===== config.mk =====
export PLATFORM = sky130hd
export DESIGN_NAME = uart_txq
export DESIGN_NICKNAME = d
export VERILOG_FILES = /design/src/rtl/uart_txq_pkg.sv /design/src/rtl/uart_txq_regs.sv /design/src/rtl/uart_txq_store.sv /design/src/rtl/uart_txq_status.sv /design/src/rtl/uart_txq.sv
export SDC_FILE = /design/constraint.sdc
export NUM_CORES = 1
export LEC_CHECK = 0
export BUFFER_PORTS_ARGS = -buffer_cell sky130_fd_sc_hd__buf_2
export CAP_MARGIN = 10
export CORE_UTILIZATION = 53
export CTS_CLUSTER_DIAMETER = 30
export DETAILED_ROUTE_END_ITERATION = 10
export PLACE_DENSITY = 0.7
export SETUP_SLACK_MARGIN = 0.05
export SKIP_CTS_REPAIR_TIMING = 1
export SYNTH_ARGS = -nofsm -noshare
export SYNTH_HDL_FRONTEND = slang
export SYNTH_SLANG_ARGS = --single-unit

===== constraint.sdc =====
create_clock -name clk -period 3.1 [get_ports clk]
set_input_delay 0.465 -clock clk [delete_from_list [all_inputs] [get_ports clk]]
set_output_delay 0.465 -clock clk [all_outputs]
set_load 0.02 [all_outputs]

===== src/rtl/uart_txq_pkg.sv =====
package uart_txq_pkg;
    localparam int unsigned ADDR_W = 2;

    localparam logic [ADDR_W-1:0] REG_DATA = 2'd0;
    localparam logic [ADDR_W-1:0] REG_CTRL = 2'd1;
    localparam logic [ADDR_W-1:0] REG_THR  = 2'd2;

    localparam int unsigned CTL_EN    = 0;
    localparam int unsigned CTL_BRK   = 1;
    localparam int unsigned CTL_FLUSH = 2;
    localparam int unsigned CTL_CLR   = 3;
endpackage


===== src/rtl/uart_txq_regs.sv =====
module uart_txq_regs
    import uart_txq_pkg::*;
#(
    parameter int unsigned DEPTH = 16,
    parameter int unsigned DW    = 8,
    localparam int unsigned CNT_W = $clog2(DEPTH + 1)
) (
    input  logic              clk,
    input  logic              rst_n,
    input  logic              wr_en,
    input  logic [ADDR_W-1:0] wr_addr,
    input  logic [DW-1:0]     wr_data,
    input  logic              full,
    output logic              push,
    output logic              flush,
    output logic              tx_en,
    output logic              brk,
    output logic [CNT_W-1:0]  thr,
    output logic              err
);
    typedef struct packed {
        logic             en;
        logic             brk;
        logic [CNT_W-1:0] thr;
        logic             err;
    } ctl_t;

    ctl_t c_d, c_q;
    logic ctl_wr;

    always_comb begin
        c_d    = c_q;
        push   = wr_en && (wr_addr == REG_DATA);
        ctl_wr = wr_en && (wr_addr == REG_CTRL);
        flush  = ctl_wr && wr_data[CTL_FLUSH];
        if (ctl_wr) begin
            c_d.en  = wr_data[CTL_EN];
            c_d.brk = wr_data[CTL_BRK];
            if (wr_data[CTL_CLR]) begin
                c_d.err = 1'b0;
            end
        end
        if (wr_en && (wr_addr == REG_THR)) begin
            c_d.thr = CNT_W'(wr_data);
        end
        if (push && full) begin
            c_d.err = 1'b1;
        end
    end

    always_ff @(posedge clk or negedge rst_n) begin
        if (!rst_n) begin
            c_q.en  <= 1'b0;
            c_q.brk <= 1'b0;
            c_q.thr <= CNT_W'(DEPTH / 2);
            c_q.err <= 1'b0;
        end else begin
            c_q <= c_d;
        end
    end

    assign tx_en = c_q.en;
    assign brk   = c_q.brk;
    assign thr   = c_q.thr;
    assign err   = c_q.err;
endmodule


===== src/rtl/uart_txq_store.sv =====
module uart_txq_store #(
    parameter int unsigned DEPTH = 16,
    parameter int unsigned DW    = 8,
    localparam int unsigned PTR_W = (DEPTH > 1) ? $clog2(DEPTH) : 1,
    localparam int unsigned CNT_W = $clog2(DEPTH + 1)
) (
    input  logic             clk,
    input  logic             rst_n,
    input  logic             push,
    input  logic             pop,
    input  logic             flush,
    input  logic [DW-1:0]    din,
    output logic [DW-1:0]    head,
    output logic [CNT_W-1:0] count,
    output logic             full
);
    typedef struct packed {
        logic [DEPTH-1:0][DW-1:0] mem;
        logic [PTR_W-1:0]         rd;
        logic [PTR_W-1:0]         wr;
        logic [CNT_W-1:0]         cnt;
    } st_t;

    st_t s_d, s_q;
    logic do_push, do_pop;

    function automatic logic [PTR_W-1:0] step(input logic [PTR_W-1:0] p);
        return (p == PTR_W'(DEPTH - 1)) ? '0 : p + 1'b1;
    endfunction

    always_comb begin
        s_d     = s_q;
        do_push = push && (s_q.cnt != CNT_W'(DEPTH));
        do_pop  = pop && (s_q.cnt != '0);
        if (flush) begin
            s_d.rd  = '0;
            s_d.wr  = '0;
            s_d.cnt = '0;
        end else begin
            if (do_push) begin
                s_d.mem[s_q.wr] = din;
                s_d.wr          = step(s_q.wr);
            end
            if (do_pop) begin
                s_d.rd = step(s_q.rd);
            end
            case ({do_push, do_pop})
                2'b10:   s_d.cnt = s_q.cnt + 1'b1;
                2'b01:   s_d.cnt = s_q.cnt - 1'b1;
                default: s_d.cnt = s_q.cnt;
            endcase
        end
    end

    always_ff @(posedge clk or negedge rst_n) begin
        if (!rst_n) begin
            s_q <= '0;
        end else begin
            s_q <= s_d;
        end
    end

    assign head  = s_q.mem[s_q.rd];
    assign count = s_q.cnt;
    assign full  = (s_q.cnt == CNT_W'(DEPTH));
endmodule


===== src/rtl/uart_txq_status.sv =====
module uart_txq_status #(
    parameter int unsigned DEPTH = 16,
    localparam int unsigned CNT_W = $clog2(DEPTH + 1)
) (
    input  logic [CNT_W-1:0] count,
    input  logic [CNT_W-1:0] thr,
    input  logic             tx_en,
    input  logic             brk,
    input  logic             out_ready,
    input  logic             ser_busy,
    input  logic             ser_line,
    output logic             out_valid,
    output logic             pop,
    output logic             idle,
    output logic             low_water,
    output logic             txd
);
    logic has_data;

    always_comb begin
        has_data  = (count != '0);
        out_valid = tx_en && has_data;
        pop       = out_valid && out_ready;
        idle      = !has_data && !ser_busy;
        low_water = (count < thr);
        txd       = brk ? 1'b0 : ser_line;
    end
endmodule


===== src/rtl/uart_txq.sv =====
module uart_txq
    import uart_txq_pkg::*;
#(
    parameter int unsigned DEPTH = 16,
    parameter int unsigned DW    = 8,
    localparam int unsigned CNT_W = $clog2(DEPTH + 1)
) (
    input  logic              clk,
    input  logic              rst_n,
    input  logic              wr_en,
    input  logic [ADDR_W-1:0] wr_addr,
    input  logic [DW-1:0]     wr_data,
    output logic [CNT_W-1:0]  fill_level,
    output logic              idle,
    output logic              low_water,
    output logic              ovf_err,
    output logic              out_valid,
    output logic [DW-1:0]     out_data,
    input  logic              out_ready,
    input  logic              ser_busy,
    input  logic              ser_line,
    output logic              txd
);
    logic             push, flush, pop, full, tx_en, brk;
    logic [CNT_W-1:0] thr;

    uart_txq_regs #(.DEPTH(DEPTH), .DW(DW)) u_regs (
        .clk     (clk),
        .rst_n   (rst_n),
        .wr_en   (wr_en),
        .wr_addr (wr_addr),
        .wr_data (wr_data),
        .full    (full),
        .push    (push),
        .flush   (flush),
        .tx_en   (tx_en),
        .brk     (brk),
        .thr     (thr),
        .err     (ovf_err)
    );

    uart_txq_store #(.DEPTH(DEPTH), .DW(DW)) u_store (
        .clk   (clk),
        .rst_n (rst_n),
        .push  (push),
        .pop   (pop),
        .flush (flush),
        .din   (wr_data),
        .head  (out_data),
        .count (fill_level),
        .full  (full)
    );

    uart_txq_status #(.DEPTH(DEPTH)) u_status (
        .count     (fill_level),
        .thr       (thr),
        .tx_en     (tx_en),
        .brk       (brk),
        .out_ready (out_ready),
        .ser_busy  (ser_busy),
        .ser_line  (ser_line),
        .out_valid (out_valid),
        .pop       (pop),
        .idle      (idle),
        .low_water (low_water),
        .txd       (txd)
    );
endmodule


==> results of run 1 <==
-- sequential cells by signal, indices dropped and copies added, names as in the netlist --
| name | flops |
|---|---|
| u_store.s_q | 136 |
| u_regs.thr | 5 |
| u_regs.err | 1 |
| u_store.count | 5 |
| u_regs.brk | 1 |
| u_regs.tx_en | 1 |
-- per-layer routing --
metal  up-vias  global-route usage [%]  wire, um
met4         0                    8.80       233
met3        13                    5.78       819
met5         -                       0         0
met2       109                    38.5      7810
met1      2374                    33.0      7110
li1       2085                       -         -
-- power by group through the flow --
stage               clock, uW  sequential, uW  combinational, uW
CTS                      2250            2950               2780
floorplan                   0            2760               2210
global placement            0            2940               2710
detailed placement          0            2970               2770
finish                   2210            2960               2770
global route             2330            3040               3020
-- worst reg2reg max path, cell delays in order, from the launching register on --
cell and delay, ps:
dfrtp_1 530, nor4_4 460, a21oi_1 250, and2_1 220, xor2_1 140, ha_1 240
o31a_1 270, nor4_1 260, o21ai_0 140, and4_1 190
-- logic make-up (layout without fill, tap and decap cells) --
group / count (synthesis) / after routing / synth area share [%]
multiplexers: 187 / 187 / 31.6
flip-flops: 149 / 149 / 49.6
AND/OR/NAND/NOR: 86 / 86 / 6.26
AO/OA/AOI/OAI: 74 / 74 / 6.41
buffers and inverters: 55 / 81 / 3.73
adder cells (fa/ha/maj): 11 / 11 / 1.83
XOR/XNOR: 5 / 5 / 0.583
other: 0 / 1 / 0
-- cell usage after synthesis (2+ instances only) --
cell type	number	area [um^2]
dfrtp_1	148	3700
mux2_2	111	1250
mux2_4	32	480
mux2i_1	28	280
o21ai_0	24	120
nand2_1	23	86.3
clkbuf_1	18	67.6
and2_1	17	106
mux4_2	16	360
a21oi_1	15	75.1
buf_2	14	70.1
nor2_1	12	45.0
ha_1	11	138
a221oi_1	8	70.1
a22oi_1	8	60.1
inv_1	8	30.0
nor3_1	7	35.0
nand3_1	6	30.0
a31oi_1	5	31.3
buf_1	5	18.8
buf_4	5	37.5
buf_6	5	56.3
nand2_2	4	25.0
a21o_1	3	22.5
and3_1	3	18.8
nor2b_1	3	18.8
o31ai_1	3	22.5
xor2_1	3	26.3
nor4_1	2	12.5
o311ai_0	2	17.5
xnor2_1	2	17.5
-- final cells by class --
type / count / area (um^2) / share of cell area (%)
Clock buffer: 22 / 494 / 5.88
Clock inverter: 8 / 146 / 1.74
Antenna cell: 1 / 2.50 / 0.0298
Sequential cell: 149 / 3730 / 44.4
Inverter: 8 / 30.0 / 0.357
Tap cell: 180 / 225 / 2.68
Multi-Input combinational cell: 363 / 3500 / 41.7
Timing Repair Buffer: 43 / 267 / 3.17
-- worst min path at each step --
stage | from | slack (ps) | end
finish | rst_n | 110 | u_regs.thr[0]$_DFFE_PN0P_
global route | rst_n | 160 | u_regs.thr[0]$_DFFE_PN0P_
CTS | rst_n | 140 | u_regs.thr[0]$_DFFE_PN0P_
detailed placement | u_store.s_q[32]$_DFFE_PN0P_ | 490 | u_store.s_q[32]$_DFFE_PN0P_
global placement | u_store.s_q[34]$_DFFE_PN0P_ | 480 | u_store.s_q[34]$_DFFE_PN0P_
floorplan | rst_n | 170 | u_regs.brk$_DFFE_PN0P_
-- metrics by stage --
stage	std cells	power, uW	hold WS, ps
finish	774	7950	107
global route	774	8390	159
CTS	773	7980	140
detailed placement	743	5740	488
global placement	743	5640	482
floorplan	567	4970	169
==> flow_summary.json, run 1 <==
{
  "path_clk_slew_ps": 60,
  "cts_tree": "built",
  "insertion_delay_ps": 420,
  "clock_skew_ps": 5.88,
  "power.switching_uw": 2640,
  "swShare_pct": 33.2,
  "path_buf_inv": 2,
  "worst_slew_pin_slew_ps": 807,
  "worst-path-stages": 7,
  "synth_edf_count": 0,
  "crit_top_cell": "o21ai_0",
  "drtIter0Drc": 276,
  "rrSetupSlack_ps": 290,
  "grt_pass1_vias": 4849,
  "slowest_delay_ps": 450,
  "critPathLaunchType": "flip-flop",
  "syn_nets": 594,
  "antenna_found_initial": 1,
  "clock-root-buffer": "clkbuf_16",
  "setup_tns_ps": 0,
  "start_util_pct": 54.1,
  "drc": 2,
  "leakage_uw": 0.00397,
  "grt_max_degree": 88,
  "syn2layout_area_growth_pct": 11.8,
  "setup_viol": 0,
  "cts.sinks": 149,
  "arrival_ps": 2390,
  "vdd_drop_max_mv": 0.507,
  "dp_slack_ps": 333,
  "crit_chain": "buf_16 > mux2_2 > o21ai_0 > a21oi_1 > o21ai_0 > nand2_1 > buf_2",
  "fp.coreArea_um2": 13900,
  "grt_overflow": 0,
  "ys_ff_latch": 149,
  "rr_worst_depth": 9,
  "finalInstanceArea_um2": 8400,
  "maxSlewHeadroom_pct": 46.2,
  "num_io_pins": 34,
  "p_per_area_nw_per_um2": 946,
  "rsz0062_at_grt": "no",
  "utilization_pct": 60.5,
  "seqPwrFrac_pct": 37.3,
  "detail_route.wl_per_cell_um": 20.6,
  "reg2reg_to": "u_store.count[4]$_DFFE_PN0P_",
  "status": "complete, but fails checks",
  "clk_path_buf_depth": 2,
  "ys_async_sr_fraction_pct": 100,
  "hold_class": "input port to asynchronous set/reset pin",
  "grt.total_usage_pct": 24.4,
  "worst_slack_ps": 243,
  "p_int_uw": 5310,
  "ys_types": 47,
  "cp-end-kind": "output port",
  "layout_commonest_cell": "dfrtp_1",
  "cp_top_family": "buffers and inverters",
  "mappedNetlistArea_um2": 7510,
  "final_hold_viol_count": 0,
  "mostFrequentLayoutCells": "147 x dfrtp_1, 111 x mux2_2, 32 x mux2_4, 32 x buf_2, 28 x mux2i_1",
  "htreeDepth": 4,
  "gp_congestion": 0.835,
  "path_class": "flip-flop to output port",
  "period_needed_ps": 2860,
  "drt-total-wl_um": 16000,
  "clkPwrFrac_pct": 27.8,
  "worst_ep_required_time_ps": 2630,
  "dpl.hpwl_um": 10800,
  "portBuffers": 33,
  "netlist_instances": 567,
  "drive_gt1_share_pct": 41.3,
  "grt_first_pass_wirelength_um": 26600,
  "violations": "DRC",
  "crit_fanout": 48,
  "crit_end": "out_data[2]",
  "fmax_mhz": 350,
  "place_area_um2": 7750,
  "maxSlewViolCount": 0,
  "cap_violations": 0,
  "ys.flop_type": "dfrtp_1",
  "vias_per_cell": 5.92,
  "ys_seq_area_share_pct": 49.6,
  "die_y_um": 121,
  "nets": 609,
  "synth.avg_cell_area_um2": 13.3,
  "dieArea_um2": 14700,
  "die_x_um": 121,
  "cts-buffers-inserted": 17,
  "yosysWarnings": 0,
  "vias": 4581,
  "postRouteAntennaNets": 0,
  "slowest_stage": "dfrtp_2",
  "final.period_utilization_pct": 92.1,
  "r2r-start": "u_store.count[1]$_DFFE_PN0P_",
  "crit_path_start": "u_store.s_q[9]$_DFFE_PN0P_",
  "drt_first_pass_iters": 7,
  "combPwrFrac_pct": 34.9,
  "n_fill_cell": 1074,
  "rows": 43
}
No activity file was read; power rests on OpenSTA's default activity.
==> run 2: changes to the inputs <==
ABC_AREA = 1   (was default)
MAX_ROUTING_LAYER = met4   (was default)
clock period = 2.9 ns   (was 3.1 ns; I/O delays follow)
==> flow_summary.json, run 2 <==
{
  "leakage_uw": 0.00362,
  "netlist_instances": 824,
  "synth_edf_count": 0,
  "dp_cells": 986,
  "maxSlewHeadroom_pct": 48.4,
  "setup_viol": 0,
  "arrival_ps": 2280,
  "multi_input_area_um2": 2850,
  "grt.total_usage_pct": 30.5,
  "holdWs_ps": 49.2,
  "largest_reg_flops": 136,
  "status": "completed",
  "num_antenna_cells": 0,
  "setup_tns_ps": 0,
  "r2r-start": "u_store.count[1]$_DFFE_PN0P_",
  "postRouteAntennaNets": 0,
  "hold_class": "input port to asynchronous set/reset pin",
  "dieArea_um2": 13600,
  "ys.flop_type": "dfrtp_1",
  "cts-buffers-inserted": 17,
  "p_per_area_nw_per_um2": 1090,
  "maxSlewViolCount": 0,
  "vias_per_cell": 5.78,
  "crit_fanout": 11,
  "synth_area_leaders": "dfrtp_1 53%, o21ai_0 13%, nand2_1 12%",
  "yosysTopAreaCell": "dfrtp_1",
  "regMostFlops": "u_store.s_q",
  "utilization_pct": 61.3,
  "rrSetupSlack_ps": 780,
  "register_area_um2": 3730,
  "path_class": "flip-flop to output port",
  "synth.avg_cell_area_um2": 8.47,
  "htreeDepth": 4,
  "antenna_found_initial": 0,
  "num_io_pins": 34,
  "reg2reg_to": "u_store.count[4]$_DFFE_PN0P_",
  "ys_seq_area_share_pct": 53.5,
  "insertion_delay_ps": 420,
  "start_util_pct": 54.8,
  "yosysWarnings": 0,
  "ys_async_sr_fraction_pct": 100,
  "critPathLaunchType": "flip-flop",
  "period_needed_ps": 2710,
  "synth_top_area_share_pct": 53.1,
  "cap_violations": 0,
  "path_clk_slew_ps": 60,
  "mostFrequentLayoutCells": "217 x nand2_1, 187 x o21ai_0, 147 x dfrtp_1, 46 x nor2_1, 40 x inv_1",
  "drt_first_pass_iters": 7,
  "vdd_drop_max_mv": 0.722,
  "ys_ff_latch": 149,
  "syn2layout_area_growth_pct": 11.7,
  "n_fill_cell": 1143,
  "cts_tree": "built",
  "die_x_um": 117,
  "dpl.hpwl_um": 11600,
  "syn_nets": 851,
  "layout_commonest_cell": "nand2_1",
  "clk_path_buf_depth": 2,
  "drt-total-wl_um": 17800,
  "portBuffers": 33,
  "gp_congestion": 0.868,
  "clock_skew_ps": 5.03,
  "fmax_mhz": 369,
  "yosysMostFrequentCell": "nand2_1",
  "vias": 5881,
  "cts.sinks": 149,
  "drc": 0,
  "worst_ep_required_time_ps": 2470,
  "ys_types": 36,
  "drive_gt1_share_pct": 11.1,
  "final.period_utilization_pct": 93.5,
  "nets": 860,
  "rr_worst_depth": 15,
  "grt_first_pass_wirelength_um": 30000,
  "cp-end-kind": "output port",
  "die_y_um": 117,
  "final_hold_viol_count": 0,
  "grt_pass1_vias": 5873,
  "grt_max_degree": 83,
  "final_cells": 1017,
  "clock-root-buffer": "clkbuf_16",
  "rsz0062_at_grt": "no",
  "detail_route.wl_per_cell_um": 17.6,
  "drtIter0Drc": 507,
  "mappedNetlistArea_um2": 6980,
  "fp.coreArea_um2": 12700,
  "rows": 41,
  "synth_common_cells": "218 x nand2_1, 187 x o21ai_0, 148 x dfrtp_1",
  "worst_slew_pin_slew_ps": 773,
  "grt_overflow": 0
}
## run 2: cell types whose count changed after synthesis, moves of 8 or more
cell / before / now
a21oi_1: 15 / 24
and2_1: 17 / 1
clkbuf_1: 18 / 34
inv_1: 8 / 41
mux2_2: 111 / 0
mux2_4: 32 / 0
mux2i_1: 28 / 0
mux4_2: 16 / 0
nand2_1: 23 / 218
nand3_1: 6 / 27
nand3_2: 0 / 8
nor2_1: 12 / 46
o21ai_0: 24 / 187
o22ai_1: 0 / 12
## run 2: kinds of logic (layout without fill, tap and decap cells)
family | count (synthesis) | count (layout) | share of synthesized area, %
xor+xnor | 3 | 3 | 0.377
buf+inv | 95 | 116 | 5.74
compound gates | 249 | 249 | 19.4
fa+ha+maj | 11 | 11 | 1.97
flops | 149 | 149 | 53.5
simple gates | 317 | 317 | 19.1
## run 2: worst max-delay path by stage
stage          slack [ps]          end                   startpoint
4_1_cts               120  out_data[2]  u_store.s_q[10]$_DFFE_PN0P_
5_1_grt                60  out_data[5]  u_store.s_q[10]$_DFFE_PN0P_
3_5_place_dp          560  out_data[2]  u_store.s_q[10]$_DFFE_PN0P_
3_3_place_gp          630  out_data[2]  u_store.s_q[10]$_DFFE_PN0P_
2_1_floorplan         460    low_water    u_regs.thr[3]$_DFFE_PN1P_
6_report              190  out_data[6]  u_store.s_q[10]$_DFFE_PN0P_
## run 2: area by class of cell
type                            count  area share [%]
Sequential cell                   149            47.9
Multi-Input combinational cell    580            36.5
Clock buffer                       22            6.34
Timing Repair Buffer               42            3.71
Tap cell                          172            2.76
Inverter                           43            2.10
Clock inverter                      9           0.674
## run 2: through the flow
| step | power, uW | instance area, um^2 | setup WS (ps) |
|---|---|---|---|
| floorplan | 5460 | 6980 | 460 |
| global route | 9160 | 7790 | 55.5 |
| detailed placement | 6490 | 7250 | 560 |
| finish | 8540 | 7790 | 189 |
| CTS | 8530 | 7790 | 117 |
| global placement | 6360 | 7250 | 626 |
## run 2: critical path: stages (launching register included)
cell	delay [ps]
dfrtp_1	540
inv_1	100
nand2_1	300
buf_4	220
a21oi_1	50
a221oi_1	260
o21ai_0	140
nand2_1	80
buf_2	170
## run 2: power breakdown
group	switching, uW	internal [uW]	total, uW
combinational	2040	1110	3150
sequential	554	2810	3360
clock	835	1190	2030
total	3430	5110	8540
## run 2: metal layers
metal  GRT usage (%)  wire length, um
met3            7.52             1030
met5               -                0
met4            14.3              631
met2            45.5             8230
met1            39.4             7960
==> run 3: changes to the inputs <==
==> constraint.sdc (replaced) <==
create_clock -name clk -period 2.9 [get_ports clk]
set_input_delay 0 -clock clk [delete_from_list [all_inputs] [get_ports clk]]
set_output_delay 0 -clock clk [all_outputs]
set_load 0.02 [all_outputs]
==> flow_summary.json, run 3 (same netlist as run 2, synthesis figures left out) <==
{
  "hold_class": "input port to flip-flop",
  "rr_worst_depth": 15,
  "cts.sinks": 149,
  "die_y_um": 117,
  "crit_end": "out_data[2]",
  "rows": 41,
  "crit_fanout": 38,
  "drt-total-wl_um": 18200,
  "drt_first_pass_iters": 7,
  "p_per_area_nw_per_um2": 1100,
  "dpl.hpwl_um": 11500,
  "syn2layout_area_growth_pct": 11.7,
  "final_cells": 1018,
  "status": "completed",
  "insertion_delay_ps": 420,
  "use_met1_pct": 38.2,
  "largest_reg_flops": 136,
  "crit_chain": "clkinv_1 > buf_4 > o21ai_0 > o22ai_1 > o21ai_0 > nand2_1 > buf_2",
  "mostFrequentLayoutCells": "218 x nand2_1, 187 x o21ai_0, 147 x dfrtp_1, 46 x nor2_1, 40 x inv_1",
  "setup_viol": 0,
  "drc": 0,
  "clk_path_buf_depth": 2,
  "dp_cells": 984,
  "grt.total_usage_pct": 30.5,
  "gr-usage-met3_pct": 5.71,
  "vias_per_cell": 5.90,
  "critPathLaunchType": "flip-flop",
  "rrSetupSlack_ps": 790,
  "drive_gt1_share_pct": 10.4,
  "n_fill_cell": 1150,
  "num_antenna_cells": 0,
  "postRouteAntennaNets": 0,
  "regMostFlops": "u_store.s_q",
  "nets": 861,
  "num_io_pins": 34,
  "path_clk_slew_ps": 60,
  "portBuffers": 33,
  "multi_input_area_um2": 2850,
  "path_class": "flip-flop to output port",
  "cp-end-kind": "output port",
  "slowest_delay_ps": 610,
  "maxSlewHeadroom_pct": 41.4,
  "vias": 6010,
  "final.period_utilization_pct": 81.8,
  "die_x_um": 117,
  "grt_first_pass_wirelength_um": 29900,
  "period_needed_ps": 2370,
  "dp_slack_ps": 794,
  "leakage_uw": 0.00363,
  "r2r-start": "u_store.count[1]$_DFFE_PN0P_",
  "grt_max_degree": 92,
  "start_util_pct": 54.8,
  "arrival_ps": 2370,
  "final_hold_viol_count": 0,
  "grt_overflow": 0,
  "slowest_stage": "dfrtp_2",
  "detail_route.wl_per_cell_um": 17.9,
  "register_area_um2": 3730,
  "fp.coreArea_um2": 12700,
  "cts_tree": "built",
  "gr-max-usage-layer": "met2",
  "crit_top_cell": "o21ai_0",
  "clock_skew_ps": 7.58,
  "setup_tns_ps": 0,
  "grt_pass1_vias": 5847,
  "worst_ep_required_time_ps": 2900,
  "dieArea_um2": 13600,
  "finalInstanceArea_um2": 7790,
  "met2_usage_pct": 49.3,
  "drtIter0Drc": 568,
  "htreeDepth": 4,
  "cap_violations": 0,
  "rsz0062_at_grt": "no",
  "clock-root-buffer": "clkbuf_16",
  "crit_path_start": "u_store.s_q[9]$_DFFE_PN0P_",
  "reg2reg_to": "u_store.count[4]$_DFFE_PN0P_",
  "fmax_mhz": 421,
  "layout_commonest_cell": "nand2_1",
  "maxSlewViolCount": 0,
  "worst_slack_ps": 527,
  "place_area_um2": 7210,
  "worst_slew_pin_slew_ps": 880,
  "antenna_found_initial": 0,
  "cts-buffers-inserted": 17,
  "gp_congestion": 0.919,
  "vdd_drop_max_mv": 0.727
}
==> run 3: changes by cell type in the layout (fill, tap and decap cells not counted), sizes merged <==
cell / previous run / this run
clkinvlp: 3 / 0
bufinv: 0 / 2
dlygate4sd3: 0 / 3
buf: 42 / 40
clkbuf: 22 / 21
clkinv: 8 / 10
==> run 3: metal layers <==
metal	vias up	routed length (um)
met3	36	1090
met1	2966	7750
met5	-	0
li1	2786	-
met2	222	9010
met4	0	384
==> run 3: how the worst min path moves through the flow <==
stage / from / end / slack (ps) / depth (start not counted)
2_1_floorplan: rst_n / u_regs.brk$_DFFE_PN0P_ / -300 / 0
6_report: out_ready / u_store.s_q[10]$_DFFE_PN0P_ / 3 / 5
3_5_place_dp: rst_n / u_store.s_q[15]$_DFFE_PN0P_ / 130 / 1
5_1_grt: out_ready / u_store.s_q[10]$_DFFE_PN0P_ / 30 / 5
4_1_cts: rst_n / u_store.s_q[40]$_DFFE_PN0P_ / -310 / 1
3_3_place_gp: rst_n / u_store.s_q[15]$_DFFE_PN0P_ / 120 / 1
==> run 3: through the flow <==
step / hold slack [ps] / utilization [%] / total power [uW]
finish: 3.17 / 61.3 / 8610
floorplan: -296 / - / 5460
global placement: 122 / 56.6 / 6330
detailed placement: 132 / 56.6 / 6450
CTS: -310 / 61.0 / 8580
global route: 26.6 / 61.3 / 9170
==> run 3: layout make-up <==
type                       instances  area share, %
clock inverter                    10           1.38
inverter                          43           2.10
timing repair buffer              43           3.58
tap                              172           2.76
clock buffer                      21           5.78
sequential                       149           47.9
multi-input combinational        580           36.5
==> run 3: critical path, delay by kind of cell (launching register included) <==
family	cells	cell delay, ps
buffers and inverters	3	600
AOI/OAI and AO/OA	3	640
DFF	1	610
and+or+nand+nor	1	90
==> run 3: report_power, final <==
group / internal (uW) / total, uW / leakage [uW] / switching, uW
Combinational: 1080 / 3120 / 0.00136 / 2040
Sequential: 2810 / 3380 / 0.00199 / 568
Clock: 1280 / 2110 / 0.000280 / 833
Total: 5170 / 8610 / 0.00363 / 3440
